<file path="config.mk">
export PLATFORM = sky130hd
export DESIGN_NAME = morse_blinker
export DESIGN_NICKNAME = d
export VERILOG_FILES = /design/src/rtl/morse_pkg.sv /design/src/rtl/morse_tick_gen.sv /design/src/rtl/morse_letter_rom.sv /design/src/rtl/morse_seq_fsm.sv /design/src/rtl/morse_blinker.sv
export SDC_FILE = /design/constraint.sdc
export NUM_CORES = 1
export LEC_CHECK = 0
export CORE_MARGIN = 2
export CORE_UTILIZATION = 40
export CTS_CLUSTER_SIZE = 25
export DETAILED_ROUTE_END_ITERATION = 12
export DONT_BUFFER_PORTS = 1
export RECOVER_POWER = 100
export SYNTH_ARGS = -nofsm -noshare
export SYNTH_HDL_FRONTEND = slang
export SYNTH_HIERARCHICAL = 1
export SYNTH_SLANG_ARGS = --single-unit
</file>
<file path="constraint.sdc">
create_clock -name clk -period 3.4 [get_ports clk]
set_clock_uncertainty 0.05 [all_clocks]
set_input_delay 0.34 -clock clk [delete_from_list [all_inputs] [get_ports clk]]
set_output_delay 0.34 -clock clk [all_outputs]
set_load 0.005 [all_outputs]
</file>
<file path="src/rtl/morse_pkg.sv">
package morse_pkg;

    typedef enum logic [1:0] {
        ST_IDLE  = 2'd0,
        ST_MARK  = 2'd1,
        ST_SPACE = 2'd2
    } blink_state_t;

    // dashes[i] = 1 means symbol i (sent i-th) is a dash
    typedef struct packed {
        logic [3:0] dashes;
        logic [1:0] last;
    } letter_code_t;

    localparam int unsigned DOT_UNITS  = 1;
    localparam int unsigned DASH_UNITS = 3;

    function automatic letter_code_t letter_lookup(input logic [2:0] code);
        letter_code_t r;
        unique case (code)
            3'd0: r = '{dashes: 4'b0010, last: 2'd1}; // A .-
            3'd1: r = '{dashes: 4'b0001, last: 2'd3}; // B -...
            3'd2: r = '{dashes: 4'b0101, last: 2'd3}; // C -.-.
            3'd3: r = '{dashes: 4'b0001, last: 2'd2}; // D -..
            3'd4: r = '{dashes: 4'b0000, last: 2'd0}; // E .
            3'd5: r = '{dashes: 4'b0100, last: 2'd3}; // F ..-.
            3'd6: r = '{dashes: 4'b0011, last: 2'd2}; // G --.
            3'd7: r = '{dashes: 4'b0000, last: 2'd3}; // H ....
            default: r = '{dashes: 4'b0000, last: 2'd0};
        endcase
        return r;
    endfunction

endpackage

</file>
<file path="src/rtl/morse_tick_gen.sv">
module morse_tick_gen #(
    parameter int unsigned PERIOD = 25_000_000
) (
    input  logic clk,
    input  logic rst_n,
    input  logic clear,
    output logic tick
);
    localparam int unsigned CW = (PERIOD > 1) ? $clog2(PERIOD) : 1;
    localparam logic [CW-1:0] LAST = CW'(PERIOD - 1);

    logic [CW-1:0] cnt_q;

    assign tick = (cnt_q == LAST) && !clear;

    always_ff @(posedge clk or negedge rst_n) begin
        if (!rst_n)
            cnt_q <= '0;
        else if (clear || tick)
            cnt_q <= '0;
        else
            cnt_q <= cnt_q + 1'b1;
    end
endmodule

</file>
<file path="src/rtl/morse_letter_rom.sv">
module morse_letter_rom
    import morse_pkg::*;
(
    input  logic [2:0] sel,
    output logic [3:0] dashes,
    output logic [1:0] last
);
    letter_code_t code;

    always_comb begin
        code   = letter_lookup(sel);
        dashes = code.dashes;
        last   = code.last;
    end
endmodule

</file>
<file path="src/rtl/morse_seq_fsm.sv">
module morse_seq_fsm
    import morse_pkg::*;
(
    input  logic       clk,
    input  logic       rst_n,
    input  logic       tick,
    input  logic       start,
    input  logic [3:0] rom_dashes,
    input  logic [1:0] rom_last,
    output logic       led,
    output logic       busy,
    output logic       tick_clear
);
    localparam logic [1:0] DOT_END  = 2'(DOT_UNITS - 1);
    localparam logic [1:0] DASH_END = 2'(DASH_UNITS - 1);

    blink_state_t state_q, state_d;
    logic [3:0]   pat_q;
    logic [1:0]   last_q;
    logic [1:0]   idx_q;
    logic [1:0]   units_q;
    logic [1:0]   sym_end;
    logic         sym_done;

    assign sym_end  = pat_q[idx_q] ? DASH_END : DOT_END;
    assign sym_done = tick && (units_q == sym_end);

    // state register
    always_ff @(posedge clk or negedge rst_n) begin
        if (!rst_n)
            state_q <= ST_IDLE;
        else
            state_q <= state_d;
    end

    // next state
    always_comb begin
        state_d = state_q;
        unique case (state_q)
            ST_IDLE:  if (start) state_d = ST_MARK;
            ST_MARK:  if (sym_done) state_d = (idx_q == last_q) ? ST_IDLE : ST_SPACE;
            ST_SPACE: if (tick) state_d = ST_MARK;
            default:  state_d = ST_IDLE;
        endcase
    end

    // letter capture and position counters
    always_ff @(posedge clk or negedge rst_n) begin
        if (!rst_n) begin
            pat_q   <= '0;
            last_q  <= '0;
            idx_q   <= '0;
            units_q <= '0;
        end else begin
            unique case (state_q)
                ST_IDLE: if (start) begin
                    pat_q   <= rom_dashes;
                    last_q  <= rom_last;
                    idx_q   <= '0;
                    units_q <= '0;
                end
                ST_MARK: if (tick) units_q <= sym_done ? 2'd0 : units_q + 2'd1;
                ST_SPACE: if (tick) idx_q <= idx_q + 2'd1;
                default: ;
            endcase
        end
    end

    // outputs
    always_comb begin
        led        = 1'b0;
        busy       = 1'b1;
        tick_clear = 1'b0;
        unique case (state_q)
            ST_IDLE:  begin busy = 1'b0; tick_clear = 1'b1; end
            ST_MARK:  led = 1'b1;
            ST_SPACE: ;
            default:  begin busy = 1'b0; tick_clear = 1'b1; end
        endcase
    end
endmodule

</file>
<file path="src/rtl/morse_blinker.sv">
module morse_blinker #(
    parameter int unsigned HALF_SEC_CYCLES = 25_000_000
) (
    input  logic       clk,
    input  logic       rst_n,
    input  logic       start,
    input  logic [2:0] letter_sel,
    output logic       led,
    output logic       busy
);
    logic       tick;
    logic       tick_clear;
    logic [3:0] rom_dashes;
    logic [1:0] rom_last;

    morse_tick_gen #(.PERIOD(HALF_SEC_CYCLES)) u_tick (
        .clk   (clk),
        .rst_n (rst_n),
        .clear (tick_clear),
        .tick  (tick)
    );

    morse_letter_rom u_rom (
        .sel    (letter_sel),
        .dashes (rom_dashes),
        .last   (rom_last)
    );

    morse_seq_fsm u_fsm (
        .clk        (clk),
        .rst_n      (rst_n),
        .tick       (tick),
        .start      (start),
        .rom_dashes (rom_dashes),
        .rom_last   (rom_last),
        .led        (led),
        .busy       (busy),
        .tick_clear (tick_clear)
    );
endmodule

</file>
==> run_results.csv, run 1 <==
group,metric,value,unit
pwr,pwr-share-comb,24.7,%
clock_network,clk_pin_slew,80,ps
timing,worstMarginPinSlew,2010,ps
finish,antennaDiodeCount,0,
setup_path,cp.required,3520,ps
route,drt-total-wl,4.14,mm
timing,hold_ws,253,ps
global_route,grt_usage,15.1,%
run_status,run_status,"complete, but fails checks",
floorplanning,start_util,41.9,%
pwr,swShare,32.5,%
route,dr.pass1.iters,4,
timing,final.period_utilization,83.2,%
synthesis,synth_edf_count,0,
clock_network,tritoncts,"done",
setup_path,crit_family,"simple AND/OR/NAND/NOR gates",
setup_path,critical_path.endpoint_type,"flop",
finish,areaGrowthSynthToFinish,8.48,%
route,drtIter0Drc,107,
setup_path,arrival,2950,ps
route,drt-wirelength-per-cell,14.0,um
pwr,p_total,1.23,mW
finish,layout.nets,236,
run_status,violations,"max-capacitance violations, max-slew violations",
floorplanning,die_w,77.4,um
pwr,power.share.clock,31.5,%
timing,final-hold-violation-count,0,
clock_network,cts_buffers,5,
synthesis,synth_area_per_cell,9.74,um^2
global_route,grt_pass1_wl,7.28,mm
setup_path,worst-path-buf-inv,1,
pwr,internal_power,0.831,mW
clock_network,htreeDepth,2,
floorplanning,die_h,77.4,um
run,maxCapViolCount,1,
setup_path,worstSetupStartpoint,"u_tick/cnt_q[6]",
placement,gp_congestion,0.843,
route,dr_total_vias,1609,
pwr,power_density,527,mW/mm^2
global_route,grt_max_degree,38,
floorplanning,die_area,0.00599,mm^2
timing,maxSlewViolCount,38,
worst_hold_path,hp-start,"letter_sel[0]",
clock_network,hold_buffers,2,
timing,slew_headroom,-33.7,%
pwr,switchingPower,0.400,mW
placement,numPortBuffers,0,
synthesis,yosys_warnings,6,
pwr,power.leakage,0.905,nW
finish,final_cell_mix,"dfrtp_1 (37), nor2_1 (21), nand2_1 (18)",
clock_network,cts_resized,0,
setup_path,path_cells,"or4b_2, nor3_1, nand4_1, nor2_1, clkbuf_1, nor2b_1, or2_2, a221oi_1, nand3_1",
synthesis,yosysSeqAreaShare,43.0,%
route,drtAntennaViolNets,0,
setup_path,cp_max_fo,8,
clock_network,cts_sinks,37,
synthesis,synth_cell_types,48,
synthesis,synth_cells,221,
timing,setup_violations,0,
setup_path,r2r_slack,570,ps
floorplanning,io_pins,8,
synthesis,synth_flop_cell,"dfrtp_1",
setup_path,startpoint_type,"flop",
floorplanning,core,0.00514,mm^2
clock_network,clk_path_buf_depth,2,
synthesis,mappedNetlistNets,232,
timing,setup_tns,0,ps
timing,finalCriticalPeriod,2830,ps
finish,drive_above_1_share,14.6,%
setup_path,timing.rr.start,"u_tick/cnt_q[6]",
worst_hold_path,hold_path.class,"in -> reg",
global_route,grt_overflow,0,
timing,clock.fmax,354,MHz
finish,final_common_cell,"dfrtp_1",
synthesis,async_reset_ff_share,100,%
setup_path,cp_slowest_cell,"or4b_2",
clock_network,cts_root_buffer,"clkbuf_8",
timing,rsz0062_at_grt,"no",
synthesis,synth_seq_cells,37,
global_route,antenna_found_initial,0,
pwr,peakVddDrop,0.218,mV
route,detail_route.drc_violations,0,
setup_path,critical_path_class,"reg -> reg",
synthesis,synthesis.area,0.00215,mm^2
global_route,grt_pass1_vias,1546,
pwr,seqPwrFrac,43.8,%
route,avgViaCountPerCell,5.44,
floorplanning,rows,26,
clock_network,clk_latency,290,ps
clock_network,cts_setup_buffers,0,
placement,dp_hpwl,2.87,mm
setup_path,cp_slowest_stage_delay,630,ps
[per-layer routing]
| layer | part of all wire [%] | global-route usage [%] |
|---|---|---|
| met5 | 0 | 0 |
| met3 | 2.1 | 3.60 |
| met1 | 53 | 21.8 |
| met4 | 1.6 | 6.79 |
| met2 | 43 | 21.6 |
[cell type report]
cell class	instances	area (um^2)
Clock buffer	5	68.8
Clock inverter	3	46.3
Fill cell	522	2800
Inverter	8	30.0
Multi-Input combinational cell	169	1160
Sequential cell	37	926
Tap cell	70	87.6
Timing Repair Buffer	4	21.3
[final timing paths]
| path | cells after the start | end |
|---|---|---|
| worst max register to register | 9 | u_fsm/state_q[0] |
| worst max-delay path | 9 | u_fsm/state_q[0] |
| worst min-delay path | 2 | u_fsm/last_q[1] |
| min in group asynchronous | 2 | u_tick/cnt_q[22] |
| worst min register to register | 1 | u_fsm/pat_q[2] |
| max in group asynchronous | 2 | u_fsm/idx_q[1] |
[state kept, by name (all words and copies together), names as in the netlist]
signal and flops:
u_fsm/pat_q 4, u_fsm/idx_q 2, u_fsm/units_q 2, u_fsm/last_q 2, u_fsm/state_q 2, u_tick/cnt_q 25
[power by group through the flow]
stage | logic (mW) | registers [mW] | clock network (mW)
after floorplan | 0.254 | 0.531 | 0
after global placement | 0.302 | 0.548 | 0
after detailed placement | 0.302 | 0.549 | 0
after CTS | 0.316 | 0.540 | 0.403
after global routing | 0.340 | 0.549 | 0.426
final | 0.304 | 0.539 | 0.388
[metrics by stage]
stage	std cells	worst slack [ps]	utilization [%]	instance area (um^2)
final	296	571	45.4	2340
after CTS	296	779	45.9	2360
after global routing	296	299	45.4	2340
after floorplan	221	795	-	2150
after detailed placement	286	771	43.1	2210
after global placement	286	818	43.1	2210
[synth_stat cells (6+ instances only)]
cell type	number	area share (%)
inv_1	8	1.4
nand4_1	8	2.3
xnor2_1	9	3.7
nor2_1	21	3.7
nand2_1	18	3.1
dfrtp_1	37	43
nand3_1	9	2.1
a21oi_1	11	2.6
or4_1	6	2.1
xor2_1	8	3.3
mux2_2	9	4.7
o21ai_0	7	1.6
[worst register-to-register path: cells and delay by family, from the launching register on]
| family | cells | cell delay, ps |
|---|---|---|
| compound gates | 1 | 290 |
| buf+inv | 1 | 260 |
| flops | 1 | 450 |
| simple gates | 7 | 1670 |
[logic make-up after synthesis]
group           Yosys count  synth area share (%)
simple gates            100                  27.1
flops                    37                  43.0
compound gates           36                  10.8
xor+xnor                 17                  6.91
buf+inv                  15                  3.31
mux                      10                  5.75
fa+ha+maj                 5                  2.91
other cells               1                 0.174
Note: power is estimated with default switching activity, not from simulation.
==> run 2, diff against run 1 <==
ABC_AREA = 1   (was unset)
clock period = 2.59 ns   (was 3.4 ns; I/O delays follow)
==> run_results.csv, run 2 <==
group,metric,value,unit
setup_path,startpoint_type,"flop",
floorplanning,io_pins,8,
worst_hold_path,hold_path.class,"in -> reg",
route,drtIter0Drc,90,
global_route,grt_usage,17.4,%
synthesis,synth_top_area_share,41.2,%
synthesis,synth_edf_count,0,
placement,pre_cts_slack,469,ps
route,drt-total-wl,4.63,mm
synthesis,synth_top_cell_by_area,"dfrtp_1",
synthesis,synth_cell_types,25,
setup_path,cp_slowest_stage_delay,410,ps
setup_path,path_cells,"ha_1, nand2_1, inv_1, nand4_1, nor3_1, inv_1, a22oi_1, nand2_2, xor2_1, a21oi_2",
setup_path,critical_path.endpoint_type,"flop",
global_route,grt_max_degree,38,
placement,dp_hpwl,3.40,mm
finish,antennaDiodeCount,0,
synthesis,synth.most_common_cell,"nand2_1",
setup_path,arrival,2280,ps
clock_network,tritoncts,"done",
timing,setup_violations,0,
setup_path,crit_family,"simple AND/OR/NAND/NOR gates",
setup_path,critical_path_class,"reg -> reg",
route,dr.pass1.iters,4,
global_route,grt_pass1_vias,1973,
setup_path,worst-path-buf-inv,2,
synthesis,synthTopCellsByCount,"nand2_1 (95), nor2_1 (71), dfrtp_1 (37), inv_1 (32), nand3_1 (17)",
floorplanning,die_area,0.00624,mm^2
timing,clock.fmax,463,MHz
setup_path,cp_common_cell,"inv_1",
synthesis,yosys_warnings,6,
route,top_layer_used,"met4",
pwr,peakVddDrop,0.342,mV
finish,layout.nets,326,
timing,rsz0062_at_grt,"no",
timing,worstMarginPinSlew,1650,ps
timing,finalCriticalPeriod,2160,ps
route,drtAntennaViolNets,0,
timing,setup_tns,0,ps
global_route,antenna_found_initial,0,
run_status,run_status,"complete, but fails checks",
clock_network,htreeDepth,2,
clock_network,clk_latency,290,ps
finish,final_cell_mix,"nand2_1 (98), nor2_1 (71), dfrtp_1 (37)",
route,detail_route.drc_violations,0,
synthesis,synth_cells,309,
clock_network,cts_resized,0,
clock_network,cts_setup_buffers,0,
placement,gp_congestion,0.866,
timing,maxSlewViolCount,38,
route,dr_total_vias,1852,
synthesis,synth_area_per_cell,7.28,um^2
floorplanning,die_w,79.0,um
setup_path,cp_max_fo,5,
timing,hold_ws,142,ps
synthesis,synthesis.area,0.00225,mm^2
synthesis,netlist_top_cells_area,"dfrtp_1 (41%), nand2_1 (16%), nor2_1 (12%)",
placement,numPortBuffers,0,
finish,drive_above_1_share,6.65,%
floorplanning,start_util,41.1,%
clock_network,cts_root_buffer,"clkbuf_8",
finish,final_common_cell,"nand2_1",
floorplanning,core,0.00547,mm^2
synthesis,synth_seq_cells,37,
synthesis,mappedNetlistNets,320,
clock_network,cts_buffers,5,
route,met1Wirelength,2.19,mm
pwr,power_density,789,mW/mm^2
setup_path,cp_slowest_cell,"dfrtp_1",
timing,final-hold-violation-count,0,
clock_network,cts_sinks,37,
global_route,grt_pass1_wl,8.60,mm
timing,final.period_utilization,83.4,%
synthesis,synth_flop_cell,"dfrtp_1",
run,maxCapViolCount,1,
floorplanning,die_h,79.0,um
finish,areaGrowthSynthToFinish,7.51,%
floorplanning,rows,27,
route,drt-wirelength-per-cell,11.9,um
timing,slew_headroom,-9.81,%
clock_network,clk_path_buf_depth,2,
finish,largest_register,"u_tick/cnt_q",
clock_network,clk_pin_slew,80,ps
pwr,power.leakage,1.06,nW
timing,worst_slack,430,ps
synthesis,yosysSeqAreaShare,41.2,%
run_status,violations,"max-capacitance violations, max-slew violations",
route,avgViaCountPerCell,4.77,
finish,largest_reg_flops,25,
route,wl_met3,142,um
finish,reg.largest.list,"u_tick/cnt_q: 25 flops, u_fsm/pat_q: 4 flops",
synthesis,async_reset_ff_share,100,%
global_route,grt_overflow,0,
route,wl_met2,2.13,mm
setup_path,cp.required,2710,ps
==> run 2: cell types whose count changed in the layout (fill, tap and decap cells not counted), sizes merged, moves of 7 or more <==
cell | before | now
o21ai | 11 | 3
nand2 | 18 | 101
nor2 | 21 | 72
inv | 8 | 33
nand3 | 10 | 19
a21oi | 12 | 5
or4 | 11 | 0
nand4 | 9 | 2
==> run 2: kinds of logic (layout without fill, tap and decap cells) <==
| kind of cell | Yosys count | count (layout) | share of synthesized area [%] |
|---|---|---|---|
| simple gates | 196 | 196 | 35.6 |
| compound gates | 9 | 9 | 3.06 |
| mux | 6 | 6 | 3.00 |
| fa+ha+maj | 5 | 5 | 2.78 |
| buf+inv | 36 | 43 | 6.84 |
| xor+xnor | 19 | 19 | 7.40 |
| other cells | 1 | 1 | 0.167 |
| flops | 37 | 37 | 41.2 |
==> run 2: layout make-up <==
cell class	count	area, um^2
flip-flops and latches	37	926
clock buffers	7	86.3
multi-input cells	236	1140
fillers	546	3060
repair buffers	2	22.5
inverters	33	124
clock inverters	1	30.0
well taps	72	90.1
==> run 2: worst paths after layout <==
check / startpoint / end / slack [ps] / depth (start not counted)
worst max register to register: u_tick/cnt_q[0] / u_fsm/units_q[1] / 430 / 10
max in group asynchronous: rst_n / u_tick/cnt_q[4] / 520 / 2
worst max-delay path: u_tick/cnt_q[0] / u_fsm/units_q[1] / 430 / 10
worst min register to register: u_fsm/pat_q[2] / u_fsm/pat_q[2] / 470 / 1
worst min-delay path: letter_sel[0] / u_fsm/last_q[1] / 140 / 3
min in group asynchronous: rst_n / u_tick/cnt_q[19] / 1010 / 2
==> run 2: power breakdown <==
group          leakage (nW)  internal [mW]  switching [mW]  total (mW)
clock                0.0585          0.314           0.208       0.522
combinational         0.508          0.221           0.389       0.610
sequential            0.494          0.685          0.0912       0.776
total                  1.06           1.22           0.689        1.91
==> run 2: metrics by stage <==
step | util (%) | area [um^2] | total power, mW | std cells
3_5_place_dp | 42.2 | 2310 | 1.43 | 378
3_3_place_gp | 42.2 | 2310 | 1.41 | 378
2_1_floorplan | - | 2250 | 1.35 | 309
5_1_grt | 44.2 | 2420 | 2.05 | 388
4_1_cts | 44.9 | 2450 | 1.98 | 388
6_report | 44.2 | 2420 | 1.91 | 388
==> run 2: routing by layer <==
layer  vias to the layer above  global-route usage [%]
met5                         -                       0
met4                         0                    8.10
met3                        16                    3.52
met2                        36                    29.0
met1                       850                    21.5
li1                        950                       -
==> run 2: what timing repair did <==
item,in CTS,in global routing
hold buffers,2,0
hold endpoints to repair,37,0
setup endpoints to repair,0,0
==> run 2: worst reg2reg max path: stages, from the launching register on <==
cell	delay [ps]
dfrtp_1	410
ha_1	270
nand2_1	140
inv_1	140
nand4_1	100
nor3_1	140
inv_1	90
a22oi_1	410
nand2_2	80
xor2_1	180
a21oi_2	50
==> run 3, diff against run 2 <==
ABC_AREA = 0   (was 1)
clock period = 2.2 ns   (was 2.59 ns; I/O delays follow)
==> run_results.csv, run 3 (synthesis gave the netlist of run 1 again) <==
group,metric,value,unit
run_status,run_status,"complete, no violations",
placement,dp_hpwl,3.12,mm
clock_network,htreeDepth,2,
setup_path,cp_slowest_cell,"or4_4",
placement,gp_congestion,0.796,
floorplanning,die_area,0.00599,mm^2
setup_path,rr_endpoint,"u_fsm/state_q[0]",
route,dr.pass1.iters,4,
worst_hold_path,hold_path_depth,2,
setup_path,cp_max_fo,5,
pwr,power.leakage,1.03,nW
setup_path,cp.required,2330,ps
worst_hold_path,hold_path.class,"in -> reg",
placement,numPortBuffers,0,
run,maxCapViolCount,0,
global_route,grt_pass1_vias,1736,
route,drt-total-wl,4.33,mm
clock_network,cts_sinks,37,
finish,final_cell_mix,"dfrtp_1 (37), buf_4 (22), nor2_1 (20)",
setup_path,startpoint_type,"flop",
floorplanning,core,0.00514,mm^2
global_route,antenna_found_initial,0,
route,drtAntennaViolNets,0,
finish,final_common_cell,"dfrtp_1",
global_route,grt_usage,16.0,%
setup_path,cp_slowest_stage_delay,550,ps
clock_network,clk_pin_slew,80,ps
floorplanning,die_h,77.4,um
clock_network,clk_latency,300,ps
finish,largest_register,"u_tick/cnt_q",
worst_hold_path,worstHoldEndpoint,"u_fsm/pat_q[1]",
finish,largest_reg_flops,25,
clock_network,cts_root_buffer,"clkbuf_8",
pwr,power_density,799,mW/mm^2
global_route,grt_max_degree,38,
global_route,grt_overflow,0,
floorplanning,start_util,41.9,%
setup_path,critical_path.endpoint_type,"flop",
route,drt-wirelength-per-cell,13.6,um
timing,worstMarginPinSlew,921,ps
clock_network,clk_path_buf_depth,2,
finish,antennaDiodeCount,0,
timing,maxSlewViolCount,0,
clock_network,cts_buffers,5,
timing,rsz0062_at_grt,"yes",
setup_path,r2r_slack,6,ps
clock_network,tritoncts,"done",
setup_path,arrival,2320,ps
timing,clock.fmax,456,MHz
setup_path,r2r_cells,8,
timing,worst_slack,5.74,ps
finish,drive_above_1_share,25.5,%
route,drtIter0Drc,84,
route,avgViaCountPerCell,5.38,
setup_path,critical_path_class,"reg -> reg",
floorplanning,rows,26,
worst_hold_path,hp-start,"letter_sel[0]",
floorplanning,io_pins,8,
timing,setup_violations,0,
floorplanning,die_w,77.4,um
global_route,grt_pass1_wl,7.73,mm
timing,final.period_utilization,99.7,%
setup_path,timing.rr.start,"u_tick/cnt_q[9]",
finish,layout.nets,257,
timing,finalCriticalPeriod,2190,ps
pwr,peakVddDrop,0.407,mV
route,detail_route.drc_violations,0,
finish,reg.largest.list,"u_tick/cnt_q: 25 flops, u_fsm/pat_q: 4 flops",
timing,final-hold-violation-count,0,
timing,setup_tns,0,ps
timing,slew_headroom,38.6,%
route,dr_total_vias,1705,
timing,hold_ws,122,ps
placement,pre_cts_slack,2.09,ps
setup_path,path_cells,"or4_4, nor3_4, nand4_1, nor2_4, nor2b_4, or2_4, a221oi_2, nand3_1",
finish,areaGrowthSynthToFinish,18.8,%
run 3: cell types whose count changed in the layout (fill, tap and decap cells not counted), sizes merged, moves of 6 or more:
cell,change
inv,-25
o21ai,+8
nand2,-83
a21oi,+7
nor2,-51
or3,+6
nand3,-9
buf,+22
or4,+11
nand4,+7
run 3: repair_timing:
action	4_1_cts	5_1_grt
hold buffers	2	0
setup buffers	0	0
pin swaps	1	1
hold endpoints to repair	37	0
setup endpoints to repair	2	5
gates resized for setup	0	2
run 3: critical path: cells and delay by family, from the launching register on:
kind	cells	cell delay, ps
flip-flops	1	390
AND/OR/NAND/NOR	7	1410
AO/OA/AOI/OAI	1	240
run 3: cell type report:
class,count,area (um^2)
clock buffers,6,82.6
clock inverters,2,37.5
fillers,508,2580
inverters,8,30.0
multi-input cells,169,1210
flip-flops and latches,37,926
well taps,70,87.6
repair buffers,25,184
run 3: power breakdown:
part	leakage, nW	internal, mW	switching (mW)	total (mW)
logic	0.473	0.262	0.345	0.607
clock network	0.0574	0.369	0.259	0.627
registers	0.499	0.760	0.0498	0.810
total	1.03	1.39	0.654	2.04
run 3: how the worst max path moves through the flow:
stage / start / endpoint / slack, ps / cells past startpoint
final: u_tick/cnt_q[9] / u_fsm/state_q[0] / 6 / 8
after global routing: u_tick/cnt_q[9] / u_fsm/state_q[0] / -90 / 8
after CTS: u_tick/cnt_q[9] / u_fsm/state_q[0] / 6 / 8
after detailed placement: u_tick/cnt_q[9] / u_fsm/state_q[0] / 2 / 8
after global placement: u_tick/cnt_q[9] / u_fsm/state_q[0] / 40 / 8
after floorplan: u_tick/cnt_q[9] / u_fsm/state_q[0] / -50 / 8
run 3: per-stage QoR:
step                      utilization (%)  instances  area [um^2]  power, mW
after floorplan                         -        221         2200       1.23
after global placement               47.0        307         2410       1.41
after detailed placement             47.0        307         2410       1.42
after CTS                            49.9        317         2560       2.07
after global routing                 49.8        317         2560       2.16
final                                49.8        317         2560       2.04
run 3: metal layers:
metal	part of all wire, %	track usage, %	vias to the layer above
met2	47	26.1	22
met1	49	21.2	822
met4	1.4	6.07	0
met5	0	0	-
li1	-	-	853
met3	2.4	3.14	8
